## config.mk

```make
export PLATFORM = sky130hd
export DESIGN_NAME = packed_rx_fifo
export DESIGN_NICKNAME = d
export VERILOG_FILES = /design/src/rtl/pkrx_pkg.sv /design/src/rtl/pkrx_packer.sv /design/src/rtl/pkrx_fifo.sv /design/src/rtl/packed_rx_fifo.sv
export SDC_FILE = /design/constraint.sdc
export NUM_CORES = 1
export LEC_CHECK = 0
export ABC_AREA = 0
export CAP_MARGIN = 20
export CELL_PAD_IN_SITES_DETAIL_PLACEMENT = 0
export CELL_PAD_IN_SITES_GLOBAL_PLACEMENT = 1
export CORE_UTILIZATION = 52
export DETAILED_ROUTE_END_ITERATION = 10
export PLACE_DENSITY_LB_ADDON = 0.1
export SYNTH_ARGS = -nofsm -noshare
export SYNTH_HDL_FRONTEND = slang
export SYNTH_HIERARCHICAL = 1
export SYNTH_SLANG_ARGS = --single-unit
```

## constraint.sdc

```tcl
create_clock -name clk -period 9.3 [get_ports clk]
set_input_delay 2.325 -clock clk [delete_from_list [all_inputs] [get_ports clk]]
set_output_delay 2.325 -clock clk [all_outputs]
set_load 0.05 [all_outputs]
```

## src/rtl/pkrx_pkg.sv

```systemverilog
package pkrx_pkg;
    localparam int WORD_W  = 32;
    localparam int BYTE_W  = 8;
    localparam int LANES   = WORD_W / BYTE_W;
    localparam int CNT_W   = $clog2(LANES);

    // status register bit positions
    localparam int ST_READY  = 0;
    localparam int ST_CODE_L = 1;
    localparam int ST_CLOSED = 3;
    localparam int ST_OVR    = 4;

    typedef logic [CNT_W-1:0] code_t;

    typedef struct packed {
        logic              tag;   // word ended by a buffer close
        code_t             code;  // valid bytes, 0 means all lanes
        logic [WORD_W-1:0] data;
    } entry_t;

    // byte count (1..LANES) to code: LANES wraps to zero
    function automatic code_t count_to_code(input logic [CNT_W:0] n);
        return n[CNT_W-1:0];
    endfunction
endpackage

```

## src/rtl/pkrx_packer.sv

```systemverilog
module pkrx_packer
    import pkrx_pkg::*;
(
    input  logic              clk,
    input  logic              rst,
    input  logic              char_valid,
    input  logic [BYTE_W-1:0] char_data,
    input  logic              close_in,
    input  logic              full,
    output logic              push,
    output entry_t            push_entry,
    output logic              drop,
    output logic              close_now
);
    logic [WORD_W-1:0] acc_q, merged;
    logic [CNT_W-1:0]  cnt_q;
    logic [CNT_W:0]    cnt_n;
    logic              take;

    always_comb begin
        take   = char_valid & ~full;
        drop   = char_valid & full;
        merged = acc_q;
        if (take) merged[{cnt_q, 3'b000} +: BYTE_W] = char_data;
        cnt_n  = {1'b0, cnt_q} + {{CNT_W{1'b0}}, take};
        push   = (cnt_n == (CNT_W+1)'(LANES)) | (close_in & (cnt_n != '0));
        close_now = close_in & (cnt_n == '0);
        push_entry.tag  = close_in;
        push_entry.code = count_to_code(cnt_n);
        push_entry.data = merged;
    end

    always_ff @(posedge clk) begin
        if (rst) begin
            acc_q <= '0;
            cnt_q <= '0;
        end else if (push) begin
            acc_q <= '0;
            cnt_q <= '0;
        end else if (take) begin
            acc_q <= merged;
            cnt_q <= cnt_n[CNT_W-1:0];
        end
    end


    full_idle_chk: assert property (@(posedge clk) disable iff (rst)
        full |-> (cnt_q == '0));
endmodule

```

## src/rtl/pkrx_fifo.sv

```systemverilog
module pkrx_fifo
    import pkrx_pkg::*;
#(
    parameter int DEPTH = 8,
    localparam int AW   = $clog2(DEPTH)
) (
    input  logic    clk,
    input  logic    rst,
    input  logic    push,
    input  entry_t  push_entry,
    input  logic    pop,
    output entry_t  head,
    output logic    empty,
    output logic    full,
    output logic [AW:0] count
);
    entry_t        mem [DEPTH];
    logic [AW:0]   wp_q, rp_q;

    assign count = wp_q - rp_q;
    assign empty = (count == '0);
    assign full  = (count == (AW+1)'(DEPTH));
    assign head  = mem[rp_q[AW-1:0]];

    always_ff @(posedge clk) begin
        if (rst) begin
            wp_q <= '0;
            rp_q <= '0;
        end else begin
            if (push) begin
                mem[wp_q[AW-1:0]] <= push_entry;
                wp_q <= wp_q + 1'b1;
            end
            if (pop) rp_q <= rp_q + 1'b1;
        end
    end


    no_overflow_chk: assert property (@(posedge clk) disable iff (rst)
        !(push && full));

    no_underflow_chk: assert property (@(posedge clk) disable iff (rst)
        !(pop && empty));

    single_pop_chk: assert property (@(posedge clk) disable iff (rst)
        (pop && !push) |=> (count == $past(count) - 1'b1));
endmodule

```

## src/rtl/packed_rx_fifo.sv

```systemverilog
module packed_rx_fifo
    import pkrx_pkg::*;
#(
    parameter int DEPTH = 8
) (
    input  logic        clk,
    input  logic        rst,
    input  logic        char_valid,
    input  logic [7:0]  char_data,
    input  logic        buf_close,
    input  logic        reg_rd,
    input  logic        reg_wr,
    input  logic        reg_addr,
    input  logic [31:0] reg_wdata,
    output logic [31:0] reg_rdata
);
    localparam int AW = $clog2(DEPTH);

    logic        push, drop, close_now, pop, empty, full, ready;
    entry_t      push_entry, head;
    logic [AW:0] count;
    logic        closed_q, ovr_q, set_closed, clr_closed, clr_ovr, data_rd;
    logic [WORD_W-1:0] status;

    pkrx_packer u_pack (
        .clk(clk), .rst(rst), .char_valid(char_valid), .char_data(char_data),
        .close_in(buf_close), .full(full), .push(push), .push_entry(push_entry),
        .drop(drop), .close_now(close_now)
    );

    pkrx_fifo #(.DEPTH(DEPTH)) u_fifo (
        .clk(clk), .rst(rst), .push(push), .push_entry(push_entry), .pop(pop),
        .head(head), .empty(empty), .full(full), .count(count)
    );

    always_comb begin
        ready      = ~empty & ~closed_q;
        data_rd    = reg_rd & reg_addr;
        pop        = data_rd & ready;
        set_closed = close_now | (pop & head.tag);
        clr_closed = reg_wr & ~reg_addr & reg_wdata[ST_CLOSED];
        clr_ovr    = reg_wr & ~reg_addr & reg_wdata[ST_OVR];
        status     = '0;
        status[ST_READY]  = ready;
        status[ST_CODE_L +: CNT_W] = ready ? head.code : '0;
        status[ST_CLOSED] = closed_q;
        status[ST_OVR]    = ovr_q;
        if (!reg_rd)       reg_rdata = '0;
        else if (reg_addr) reg_rdata = ready ? head.data : '0;
        else               reg_rdata = status;
    end

    always_ff @(posedge clk) begin
        if (rst) begin
            closed_q <= 1'b0;
            ovr_q    <= 1'b0;
        end else begin
            if (set_closed)      closed_q <= 1'b1;
            else if (clr_closed) closed_q <= 1'b0;
            if (drop)            ovr_q <= 1'b1;
            else if (clr_ovr)    ovr_q <= 1'b0;
        end
    end


    closed_sticky_chk: assert property (@(posedge clk) disable iff (rst)
        (closed_q && !clr_closed) |=> closed_q);

    ovr_sticky_chk: assert property (@(posedge clk) disable iff (rst)
        (ovr_q && !clr_ovr) |=> ovr_q);

    idle_read_chk: assert property (@(posedge clk) disable iff (rst)
        (data_rd && !ready && !push) |=> $stable(count));
endmodule

```

==> reports/results.txt <==
cell family with most CP delay -> buffers and inverters
Leak -> 5.29 nW
unrepaired setup endpoints after global routing -> no
crit path max fanout -> 32
Max Cap Viol -> 0
Synth Warn # -> 6
Critical Path End Type -> output port
WL per Instance -> 23.2 um
Max Fclk -> 0.140 GHz
Final GP Congestion -> 0.731
worst slew pin tran -> 0.955 ns
final hold viol count -> 0
Power per Cell Area -> 234 mW/mm^2
initial antenna violation count -> 0
synth-to-layout area growth -> 13.4%
met2 WL post-DR -> 13700 um
Min-Delay Endpoint -> u_pack/acc_q[31]
max incr delay on CP -> 0.80 ns
die area -> 0.0265 sq mm
Post-CTS Setup Inserts -> 0
Critical Setup Path Class -> primary input to output port
uppermost layer routed -> met4
RR Endpoint -> u_fifo/mem[5][2]
final WL -> 26400 um
Reg-to-Reg Start -> u_fifo/wp_q[0]
first-pass GRT wire length -> 39800 um
number of global-route vias before repair -> 6825
Initial DRC Count -> 478
CP Data Arrival Time -> 4.81 ns
Critical Path RT -> 6.98 ns
CTS tree -> built
Setup crit start kind -> primary input
Root Buffer -> clkbuf_16
Hold Crit Depth -> 2
Tcrit/Tclk final -> 0.767
Die Y -> 163 um
Mapped Area -> 0.0135 sq mm
Tot GR Track Use -> 0.206
Min-Delay Path Class -> flip-flop to flip-flop
DRT Pass-1 Iters -> 5
largest net degree at the start of global routing -> 71
clock transition at the registers of the reported paths -> 0.06 ns
setup TNS -> 0 ns
IO Port Bufs -> 48
CP cell instances -> clkdlybuf4s50_1 -> and4bb_4 -> and2_1 -> clkdlybuf4s50_1
CTS Buf Count -> 34
H-tree Lvls -> 2
routed via count -> 6584
Mapped Cells -> 720
setup violators final -> 0
PostCTS Resize Cnt -> 0
reg-to-reg slack, setup -> 3.62 ns
CTS Buffer Depth -> 3
Starting Density -> 0.533
fin. max-slew vios -> 0
# IOs -> 79
CTS hold repair buffers -> 0
Worst Hold Launch -> u_pack/acc_q[31]
DIE WIDTH -> 163 um
post-synthesis net count -> 780
core area -> 0.0253 sq mm
cell repeated most along the worst path -> clkdlybuf4s50_1
Residual DRC -> 0
Clock Sinks -> 327
# diodes -> 0
syn_area_per_cell -> 18.7 sq um
Antenna Nets Post-Route -> 0
via/cell ratio -> 5.80
Setup Skew -> 0.0168 ns
final net count -> 841
fin crit period -> 7.14 ns
layout cells sized above 1 -> 0.159
Placement Rows -> 58
Placed Cells -> 1075
relative slew slack -> 0.363
VDD IR max -> 0.158 mV
status -> finished, final reports clean
total congestion overflow -> 0
routed wl met3 -> 870 um
clock latency on the worst-skew pair -> 0.50 ns
Layout Cells excl Fill -> 1136
Worst Reg-to-Reg Cells -> 17
met1 wire length -> 11200 um
hpwl dp -> 14900 um
Buf/Inv on CP -> 2
Crit-path slowest cell -> clkdlybuf4s50_1
registers in the layout, summed over array words and instances (netlist names), named ones only:
register      cells
u_fifo/mem      280
u_fifo/wp_q       4
u_fifo/rp_q       4
ovr_q             1
closed_q          1
u_pack/acc_q     32
u_pack/cnt_q      2
cell type report:
cell class              count  area, sq um
flip-flops and latches    327         9360
clock buffers              50          932
multi-input cells         330         3780
fillers                  1816         9990
inverters                  23         86.3
well taps                 330          413
repair buffers             65          608
clock inverters            11         81.3
cell usage in the layout (no fill, tap or decap), types with 5 or more instances in the layout:
| cell | count |
|---|---|
| a21oi_1 | 7 |
| and2_1 | 28 |
| mux4_1 | 70 |
| nand2_1 | 42 |
| clkdlybuf4s50_1 | 48 |
| clkbuf_1 | 15 |
| clkinv_1 | 6 |
| dfxtp_1 | 44 |
| inv_1 | 22 |
| nand4_1 | 18 |
| a32oi_1 | 14 |
| edfxtp_1 | 280 |
| xor2_1 | 5 |
| nand3b_1 | 7 |
| mux2_2 | 35 |
| ha_1 | 12 |
| a21oi_2 | 16 |
| buf_4 | 17 |
| nor2_1 | 29 |
| clkbuf_16 | 35 |
power by group:
| group | internal, mW | switching [mW] | leakage, nW | total [mW] |
|---|---|---|---|---|
| clock | 0.723 | 0.510 | 0.481 | 1.23 |
| combinational | 0.290 | 0.346 | 1.80 | 0.636 |
| sequential | 1.66 | 0.0468 | 3.00 | 1.70 |
metal layers:
layer,global-route usage,vias up
met2,0.367,133
li1,-,3032
met1,0.261,3370
met4,0.0663,0
met5,0,-
met3,0.0270,49
worst max path at each step:
stage / start / end / slack (ns) / cells past startpoint
3_3_place_gp: reg_addr / reg_rdata[19] / 2.15 / 4
3_5_place_dp: reg_addr / reg_rdata[19] / 2.12 / 4
6_report: reg_addr / reg_rdata[19] / 2.16 / 4
2_1_floorplan: char_valid / u_fifo/mem[0][0] / 1.45 / 11
4_1_cts: reg_addr / reg_rdata[19] / 2.12 / 4
5_1_grt: reg_addr / reg_rdata[22] / 2.06 / 4
worst min-delay path, delay by kind of cell, from the launching register on:
kind             cells  cell delay, ns
AO/OA/AOI/OAI        1            0.06
AND/OR/NAND/NOR      1            0.06
flip-flops           1            0.30
through the flow:
stage	hold slack (ns)	setup slack [ns]	utilization	total power [mW]	instance area, sq um
after detailed placement	0.452	2.12	0.564	2.38	14200
after global routing	0.489	2.06	0.604	3.71	15300
final	0.465	2.16	0.604	3.57	15300
after global placement	0.449	2.15	0.564	2.36	14200
after floorplan	0.437	1.45	-	2.23	13500
after CTS	0.461	2.12	0.604	3.61	15300
Power figures use the tool's default switching activity.
